## config.mk

```make
export PLATFORM = sky130hd
export DESIGN_NAME = tlb_xlate
export DESIGN_NICKNAME = d
export VERILOG_FILES = /design/src/rtl/tlb_pkg.sv /design/src/rtl/tlb_match.sv /design/src/rtl/tlb_victim.sv /design/src/rtl/tlb_store.sv /design/src/rtl/tlb_xlate.sv
export SDC_FILE = /design/constraint.sdc
export NUM_CORES = 1
export LEC_CHECK = 0
export BUFFER_PORTS_ARGS = -buffer_cell sky130_fd_sc_hd__buf_4
export CORE_MARGIN = 4
export CORE_UTILIZATION = 40
export DETAILED_ROUTE_END_ITERATION = 8
export SYNTH_ARGS = -nofsm -noshare
export SYNTH_HDL_FRONTEND = slang
export SYNTH_HIERARCHICAL = 1
export SYNTH_SLANG_ARGS = --single-unit
```

## constraint.sdc

```tcl
create_clock -name clk -period 5.2 [get_ports clk]
set_clock_uncertainty 0.2 [all_clocks]
set_input_delay 0.78 -clock clk [delete_from_list [all_inputs] [get_ports clk]]
set_output_delay 0.78 -clock clk [all_outputs]
set_load 0.01 [all_outputs]
```

## src/rtl/tlb_pkg.sv

```systemverilog
package tlb_pkg;

  typedef enum logic [0:0] {
    ST_IDLE = 1'b0,
    ST_WALK = 1'b1
  } tlb_state_e;

endpackage

```

## src/rtl/tlb_match.sv

```systemverilog
module tlb_match #(
  parameter int N     = 8,
  parameter int VPN_W = 8,
  localparam int IDX_W = (N > 1) ? $clog2(N) : 1
) (
  input  logic [N-1:0]            valid,
  input  logic [N-1:0][VPN_W-1:0] tags,
  input  logic [VPN_W-1:0]        key,
  output logic                    hit,
  output logic [N-1:0]            hit_vec,
  output logic [IDX_W-1:0]        hit_idx
);

  for (genvar g = 0; g < N; g++) begin : g_cmp
    assign hit_vec[g] = valid[g] && (tags[g] == key);
  end

  assign hit = |hit_vec;

  // At most one line matches, so OR the indices of the matching lines.
  always_comb begin
    hit_idx = '0;
    for (int i = 0; i < N; i++) begin
      if (hit_vec[i]) hit_idx = hit_idx | IDX_W'(i);
    end
  end

endmodule

```

## src/rtl/tlb_victim.sv

```systemverilog
module tlb_victim #(
  parameter int N = 8,
  localparam int IDX_W = (N > 1) ? $clog2(N) : 1
) (
  input  logic             clk,
  input  logic             rst_n,
  input  logic [N-1:0]     valid,
  input  logic             take,
  output logic [IDX_W-1:0] vic_idx,
  output logic             vic_live
);

  logic [IDX_W-1:0] rr_q, rr_d;
  logic [IDX_W-1:0] free_idx;
  logic             all_live;

  assign all_live = &valid;

  always_comb begin
    free_idx = '0;
    for (int i = N - 1; i >= 0; i--) begin
      if (!valid[i]) free_idx = IDX_W'(i);
    end
  end

  assign vic_idx  = all_live ? rr_q : free_idx;
  assign vic_live = all_live;

  always_comb begin
    rr_d = rr_q;
    if (take && all_live) begin
      rr_d = (rr_q == IDX_W'(N - 1)) ? '0 : rr_q + 1'b1;
    end
  end

  always_ff @(posedge clk or negedge rst_n) begin
    if (!rst_n) rr_q <= '0;
    else        rr_q <= rr_d;
  end

  // the round-robin pointer moves only when a live line is displaced
  a_r4_rr_hold: assert property (@(posedge clk) disable iff (!rst_n)
    !(take && all_live) |=> (rr_q == $past(rr_q)));

endmodule

```

## src/rtl/tlb_store.sv

```systemverilog
module tlb_store #(
  parameter int N     = 8,
  parameter int VPN_W = 8,
  parameter int PFN_W = 6,
  localparam int IDX_W = (N > 1) ? $clog2(N) : 1
) (
  input  logic                    clk,
  input  logic                    rst_n,
  input  logic                    flush,
  input  logic                    ins_en,
  input  logic [IDX_W-1:0]        ins_idx,
  input  logic [VPN_W-1:0]        ins_vpn,
  input  logic [PFN_W-1:0]        ins_pfn,
  input  logic                    ins_dirty,
  input  logic                    ins_wr,
  input  logic                    mark_en,
  input  logic [IDX_W-1:0]        mark_idx,
  output logic [N-1:0]            valid,
  output logic [N-1:0][VPN_W-1:0] vpn,
  output logic [N-1:0][PFN_W-1:0] pfn,
  output logic [N-1:0]            dirty,
  output logic [N-1:0]            wr_ok
);

  for (genvar g = 0; g < N; g++) begin : g_line
    logic             v_d, d_d, w_d;
    logic [VPN_W-1:0] t_d;
    logic [PFN_W-1:0] f_d;
    logic             load, mark;

    assign load = ins_en && (ins_idx == IDX_W'(g));
    assign mark = mark_en && (mark_idx == IDX_W'(g));

    always_comb begin
      v_d = valid[g];
      d_d = dirty[g];
      w_d = wr_ok[g];
      t_d = vpn[g];
      f_d = pfn[g];
      if (load) begin
        v_d = 1'b1;
        d_d = ins_dirty;
        w_d = ins_wr;
        t_d = ins_vpn;
        f_d = ins_pfn;
      end else if (mark) begin
        d_d = 1'b1;
      end
      if (flush) v_d = 1'b0;
    end

    always_ff @(posedge clk or negedge rst_n) begin
      if (!rst_n) begin
        valid[g] <= 1'b0;
        dirty[g] <= 1'b0;
        wr_ok[g] <= 1'b0;
        vpn[g]   <= '0;
        pfn[g]   <= '0;
      end else begin
        valid[g] <= v_d;
        dirty[g] <= d_d;
        wr_ok[g] <= w_d;
        vpn[g]   <= t_d;
        pfn[g]   <= f_d;
      end
    end
  end

  // a flush empties the cache at the next edge, refill or not
  a_r9_flush_empties: assert property (@(posedge clk) disable iff (!rst_n)
    flush |=> (valid == '0));

endmodule

```

## src/rtl/tlb_xlate.sv

```systemverilog
module tlb_xlate #(
  parameter int ENTRIES = 8,
  parameter int VPN_W   = 8,
  parameter int PFN_W   = 6
) (
  input  logic             clk,
  input  logic             rst_n,
  input  logic             flush,
  input  logic             req_valid,
  input  logic [VPN_W-1:0] req_vpn,
  input  logic             req_write,
  output logic             req_ready,
  output logic             rsp_valid,
  output logic             rsp_hit,
  output logic             rsp_fault,
  output logic [PFN_W-1:0] rsp_pfn,
  output logic             pt_rd_en,
  output logic [VPN_W-1:0] pt_rd_vpn,
  input  logic             pt_rd_valid,
  input  logic             pt_rd_present,
  input  logic [PFN_W-1:0] pt_rd_pfn,
  input  logic             pt_rd_dirty,
  input  logic             pt_rd_writable,
  output logic             pt_wb_en,
  output logic [VPN_W-1:0] pt_wb_vpn,
  output logic             pt_wb_dirty
);
  import tlb_pkg::*;

  localparam int IDX_W = (ENTRIES > 1) ? $clog2(ENTRIES) : 1;

  // reset: asynchronous assertion, synchronous release
  logic [1:0] rst_sync_q;
  logic       rst_ok;

  always_ff @(posedge clk or negedge rst_n) begin
    if (!rst_n) rst_sync_q <= 2'b00;
    else        rst_sync_q <= {rst_sync_q[0], 1'b1};
  end
  assign rst_ok = rst_sync_q[1];

  // state
  tlb_state_e       state_q, state_d;
  logic [VPN_W-1:0] vpn_q, vpn_d;
  logic             wr_q, wr_d;
  logic             rsp_valid_d, rsp_hit_d, rsp_fault_d;
  logic [PFN_W-1:0] rsp_pfn_d;
  logic             wb_en_d, wb_dirty_d;
  logic [VPN_W-1:0] wb_vpn_d;

  // storage and helpers
  logic [ENTRIES-1:0]            ln_valid, ln_dirty, ln_wr;
  logic [ENTRIES-1:0][VPN_W-1:0] ln_vpn;
  logic [ENTRIES-1:0][PFN_W-1:0] ln_pfn;
  logic                          lk_hit;
  logic [ENTRIES-1:0]            lk_vec;
  logic [IDX_W-1:0]              lk_idx;
  logic [IDX_W-1:0]              vic_idx;
  logic                          vic_live;
  logic                          ins_en, ins_dirty, mark_en, accept, refused;

  tlb_match #(.N(ENTRIES), .VPN_W(VPN_W)) u_match (
    .valid   (ln_valid),
    .tags    (ln_vpn),
    .key     (req_vpn),
    .hit     (lk_hit),
    .hit_vec (lk_vec),
    .hit_idx (lk_idx)
  );

  tlb_victim #(.N(ENTRIES)) u_victim (
    .clk      (clk),
    .rst_n    (rst_ok),
    .valid    (ln_valid),
    .take     (ins_en),
    .vic_idx  (vic_idx),
    .vic_live (vic_live)
  );

  tlb_store #(.N(ENTRIES), .VPN_W(VPN_W), .PFN_W(PFN_W)) u_store (
    .clk       (clk),
    .rst_n     (rst_ok),
    .flush     (flush),
    .ins_en    (ins_en),
    .ins_idx   (vic_idx),
    .ins_vpn   (vpn_q),
    .ins_pfn   (pt_rd_pfn),
    .ins_dirty (ins_dirty),
    .ins_wr    (pt_rd_writable),
    .mark_en   (mark_en),
    .mark_idx  (lk_idx),
    .valid     (ln_valid),
    .vpn       (ln_vpn),
    .pfn       (ln_pfn),
    .dirty     (ln_dirty),
    .wr_ok     (ln_wr)
  );

  assign req_ready = rst_ok && (state_q == ST_IDLE) && !flush;
  assign accept    = req_valid && req_ready;
  assign pt_rd_en  = (state_q == ST_WALK);
  assign pt_rd_vpn = vpn_q;
  assign ins_dirty = pt_rd_dirty || (wr_q && pt_rd_writable);

  // next state
  always_comb begin
    state_d     = state_q;
    vpn_d       = vpn_q;
    wr_d        = wr_q;
    rsp_valid_d = 1'b0;
    rsp_hit_d   = 1'b0;
    rsp_fault_d = 1'b0;
    rsp_pfn_d   = '0;
    wb_en_d     = 1'b0;
    wb_vpn_d    = pt_wb_vpn;
    wb_dirty_d  = pt_wb_dirty;
    ins_en      = 1'b0;
    mark_en     = 1'b0;
    refused     = 1'b0;
    unique case (state_q)
      ST_IDLE: begin
        if (accept) begin
          if (lk_hit) begin
            refused     = req_write && !ln_wr[lk_idx];
            rsp_valid_d = 1'b1;
            rsp_hit_d   = 1'b1;
            rsp_fault_d = refused;
            rsp_pfn_d   = refused ? '0 : ln_pfn[lk_idx];
            mark_en     = req_write && ln_wr[lk_idx];
          end else begin
            state_d = ST_WALK;
            vpn_d   = req_vpn;
            wr_d    = req_write;
          end
        end
      end
      ST_WALK: begin
        if (pt_rd_valid) begin
          state_d     = ST_IDLE;
          rsp_valid_d = 1'b1;
          if (!pt_rd_present) begin
            rsp_fault_d = 1'b1;
          end else begin
            refused     = wr_q && !pt_rd_writable;
            ins_en      = 1'b1;
            rsp_fault_d = refused;
            rsp_pfn_d   = refused ? '0 : pt_rd_pfn;
            wb_en_d     = vic_live;
            wb_vpn_d    = ln_vpn[vic_idx];
            wb_dirty_d  = ln_dirty[vic_idx];
          end
        end
      end
      default: state_d = ST_IDLE;
    endcase
  end

  // registers
  always_ff @(posedge clk or negedge rst_ok) begin
    if (!rst_ok) begin
      state_q     <= ST_IDLE;
      vpn_q       <= '0;
      wr_q        <= 1'b0;
      rsp_valid   <= 1'b0;
      rsp_hit     <= 1'b0;
      rsp_fault   <= 1'b0;
      rsp_pfn     <= '0;
      pt_wb_en    <= 1'b0;
      pt_wb_vpn   <= '0;
      pt_wb_dirty <= 1'b0;
    end else begin
      state_q     <= state_d;
      vpn_q       <= vpn_d;
      wr_q        <= wr_d;
      rsp_valid   <= rsp_valid_d;
      rsp_hit     <= rsp_hit_d;
      rsp_fault   <= rsp_fault_d;
      rsp_pfn     <= rsp_pfn_d;
      pt_wb_en    <= wb_en_d;
      pt_wb_vpn   <= wb_vpn_d;
      pt_wb_dirty <= wb_dirty_d;
    end
  end

  // a hit answers on the next edge from the cache
  a_r1_hit_next: assert property (@(posedge clk) disable iff (!rst_ok)
    (accept && lk_hit) |=> (rsp_valid && rsp_hit));

  // no two lines ever hold the same page
  a_r1_unique: assert property (@(posedge clk) disable iff (!rst_ok)
    $onehot0(lk_vec));

  // the table is read only while requests are held off
  a_r2_walk_blocks: assert property (@(posedge clk) disable iff (!rst_ok)
    pt_rd_en |-> !req_ready);

  // a walk keeps asking until data arrives
  a_r2_walk_holds: assert property (@(posedge clk) disable iff (!rst_ok)
    (pt_rd_en && !pt_rd_valid) |=> (pt_rd_en && $stable(pt_rd_vpn)));

  // write-back travels with a refill response
  a_r5_wb_with_refill: assert property (@(posedge clk) disable iff (!rst_ok)
    pt_wb_en |-> (rsp_valid && !rsp_hit));

  // an absent page leaves the cache untouched
  a_r8_absent_no_install: assert property (@(posedge clk) disable iff (!rst_ok)
    (pt_rd_en && pt_rd_valid && !pt_rd_present && !flush)
      |=> (ln_valid == $past(ln_valid) && !pt_wb_en));

  // a refused write never reports a frame
  a_r7_fault_zero: assert property (@(posedge clk) disable iff (!rst_ok)
    (rsp_valid && rsp_fault) |-> (rsp_pfn == '0));

endmodule

```

==> results.md <==
* Dpl hpwl at 14000 um
* Placed cell area at 9070 um2
* Number of synthesized flops with an enable pin at 0
* Pin count of the biggest net entering global routing at 66
* Multi-input combinational cell area at 3970 um2
* Worst Tran Pin Value at 1090 ps
* Unique masters post-synth at 52
* H-tree levels at 4
* Crit-path leading delay family: simple AND/OR/NAND/NOR gates
* Req. time, crit path at 5340 ps
* Initial antenna violation count at 0
* PortBufs at 51
* Std cell rows at 53
* Initial drt markers at 339
* Synth Flop Type: dfrtp_1
* Crit-path max cell delay at 440 ps
* Total core area at 21000 um2
* Slowest-stage cell, CP: nor3_1
* Crit path buf inv count at 1
* Reg2Reg Depth at 12
* Share of layout cells above drive strength 1 at 36.4%
* Syn_area_per_cell at 13.2 um2
* Gr usage total at 18.4%
* Post-DRT Antenna Nets at 0
* Commonest non-fill, non-tap cell in the layout: dfrtp_1
* Pre-CTS setup slack at 1030 ps
* P_leak at 4.43 nW
* Post-synth net total at 670
* Hold Path Class: reg2async
* Die Y at 154 um
* First-pass GRT wire length at 34000 um
* CP Max Fanout at 9
* Pre-antenna DRT Iters at 5
* Worst IR drop on VDD at 0.000201 V
* Setup ws final at 1380 ps
* Clock buffer depth at 2
* CTS tree: done
* Area growth syn-to-layout at 13.9%
* Kind of critical path: in2reg
* Max Cap Viol at 0
* Via count at 5281
* Yosys reg bits at 170
* Synthesized cell area at 8530 um2
* GR Overflow Total at 0
* Initial cell density of the core at 40.6%
* CTS Sinks at 170
* Fin nets at 713
* Critical path startpoint category: primary input
* Rel. slew slack at 27.0%
* Gp weighted congestion at 0.885
* Post-route design area at 9720 um2
* CTS clock-pin slew for the worst setup and hold paths at 70 ps
* Sequential cell area at 4260 um2
* PwrDens at 346 nW/um2
* Clk_lat worst skew at 430 ps
* Drt wl/cell at 21.3 um
* CP Depth at 13
* Antenna fix cells at 0
* Die Area at 23700 um2
* Status: finished clean
* Final setup fails at 0
* CP arrival at 3950 ps
* Period utilization at 73.4%
* Final TNS setup at 0 ps
* Residual DRC at 0
* Yosys warns at 6
* Seq/Total Area, Yosys at 49.9%
* Min Clock Period, post-route at 3820 ps
* Synth async-reset ratio at 100%
* WL final at 20800 um
* Fin util at 46.2%
* Max Slew Vio Count at 0
* CTS Buf Count at 17
* CTS resizes at 0
* Commonest cells after routing, fill and taps aside: 169 x dfrtp_1, 121 x mux2_2, 61 x buf_4
* # IOs at 52
* RSZ-0062 raised after global routing: no
* Number of global-route vias before repair at 5713
* Crit end category: flip-flop
* Total count of hold-check failures in the final report at 0
* Syn Inst Count at 645
* Clock root buffer: clkbuf_16
* Die W at 154 um
* Cell Chain, Critical Path: buf_4 -> xnor2_1 -> nand3_1 -> nor3_1 -> nor2_1 -> nand3b_1 -> nor2_1 -> a22oi_1 -> nand2_1 -> nor3_1 -> nor2b_1 -> a31oi_1 -> a21oi_1
* Vias per cell at 5.41
* Fmax at 262 MHz
* Fillers at 1866
-- cell usage after synthesis (12+ instances only) --
cell / instances / area, um2
mux2_2: 121 / 1360
o21ai_0: 14 / 70.1
nor2_1: 20 / 75.1
buf_6: 12 / 135
mux2i_1: 37 / 370
a21oi_1: 12 / 60.1
xnor2_1: 57 / 499
dfrtp_1: 170 / 4250
nand3_1: 15 / 75.1
nand2_1: 33 / 124
a22oi_1: 14 / 105
buf_2: 12 / 60.1
-- layout make-up --
cell class	count	share of cell area [%]
clock buffers	18	4.42
inverters	11	0.425
flip-flops and latches	170	43.8
repair buffers	62	4.82
clock inverters	14	2.14
multi-input cells	426	40.8
well taps	275	3.54
-- registers in the layout (all words and copies together), names as in the netlist --
register / flops
u_store/vpn: 64
wr_q: 1
pt_rd_en: 1
pt_wb_en: 1
u_store/dirty: 8
rst_sync_q: 2
pt_rd_vpn: 8
u_store/wr_ok: 8
rsp_hit: 1
u_victim/rr_q: 3
rsp_valid: 1
rsp_fault: 1
pt_wb_dirty: 1
rsp_pfn: 6
u_store/valid: 8
pt_wb_vpn: 8
u_store/pfn: 48
-- worst paths after layout --
| kind | start | endpoint | slack (ps) |
|---|---|---|---|
| max | req_vpn[7] | u_store/dirty[3]$_DFFE_PN0P_ | 1380 |
| min | rst_sync_q[1]$_DFF_PN0_ | u_store/vpn[36]$_DFFE_PN0P_ | 150 |
| max reg2reg | u_store/vpn[47]$_DFFE_PN0P_ | u_store/dirty[3]$_DFFE_PN0P_ | 1520 |
| min reg2reg | rst_sync_q[1]$_DFF_PN0_ | u_store/vpn[36]$_DFFE_PN0P_ | 150 |
| max in group asynchronous | rst_sync_q[1]$_DFF_PN0_ | u_store/pfn[17]$_DFFE_PN0P_ | 2630 |
| min in group clk | rst_sync_q[0]$_DFF_PN0_ | rst_sync_q[1]$_DFF_PN0_ | 150 |
-- routing by layer --
metal,up-vias,GRT usage [%],part of all wire (%)
met2,147,28.0,46
met3,27,3.63,4.7
met1,2693,26.7,47
met4,0,5.76,2.1
li1,2414,-,-
met5,-,0,0
-- cell families after synthesis --
logic type                 Yosys count  synth area share [%]
muxes                              186                  27.2
DFF                                170                  49.9
and+or+nand+nor                    112                  7.79
xor gates and xnor gates            64                  6.57
AOI/OAI and AO/OA                   61                  4.35
buffers and inverters               49                  3.93
adders and majority gates            2                 0.293
other                                1                0.0439
-- stage by stage --
step           hold slack, ps  power, W  std cells
6_report                  147   0.00336        976
3_3_place_gp              140   0.00201        943
5_1_grt                   157   0.00351        976
4_1_cts                   156   0.00339        976
2_1_floorplan             131   0.00183        645
3_5_place_dp              141   0.00202        943
-- power breakdown --
group	switching, W	internal (W)
clock	0.000553	0.000818
combinational	0.000212	0.000243
sequential	0.000109	0.00143
total	0.000874	0.00249
-- what timing repair did --
item,CTS,global route
buffers inserted,0,0
endpoints found under the hold margin,2,0
hold buffers,1,0
Power figures use the tool's default switching activity.
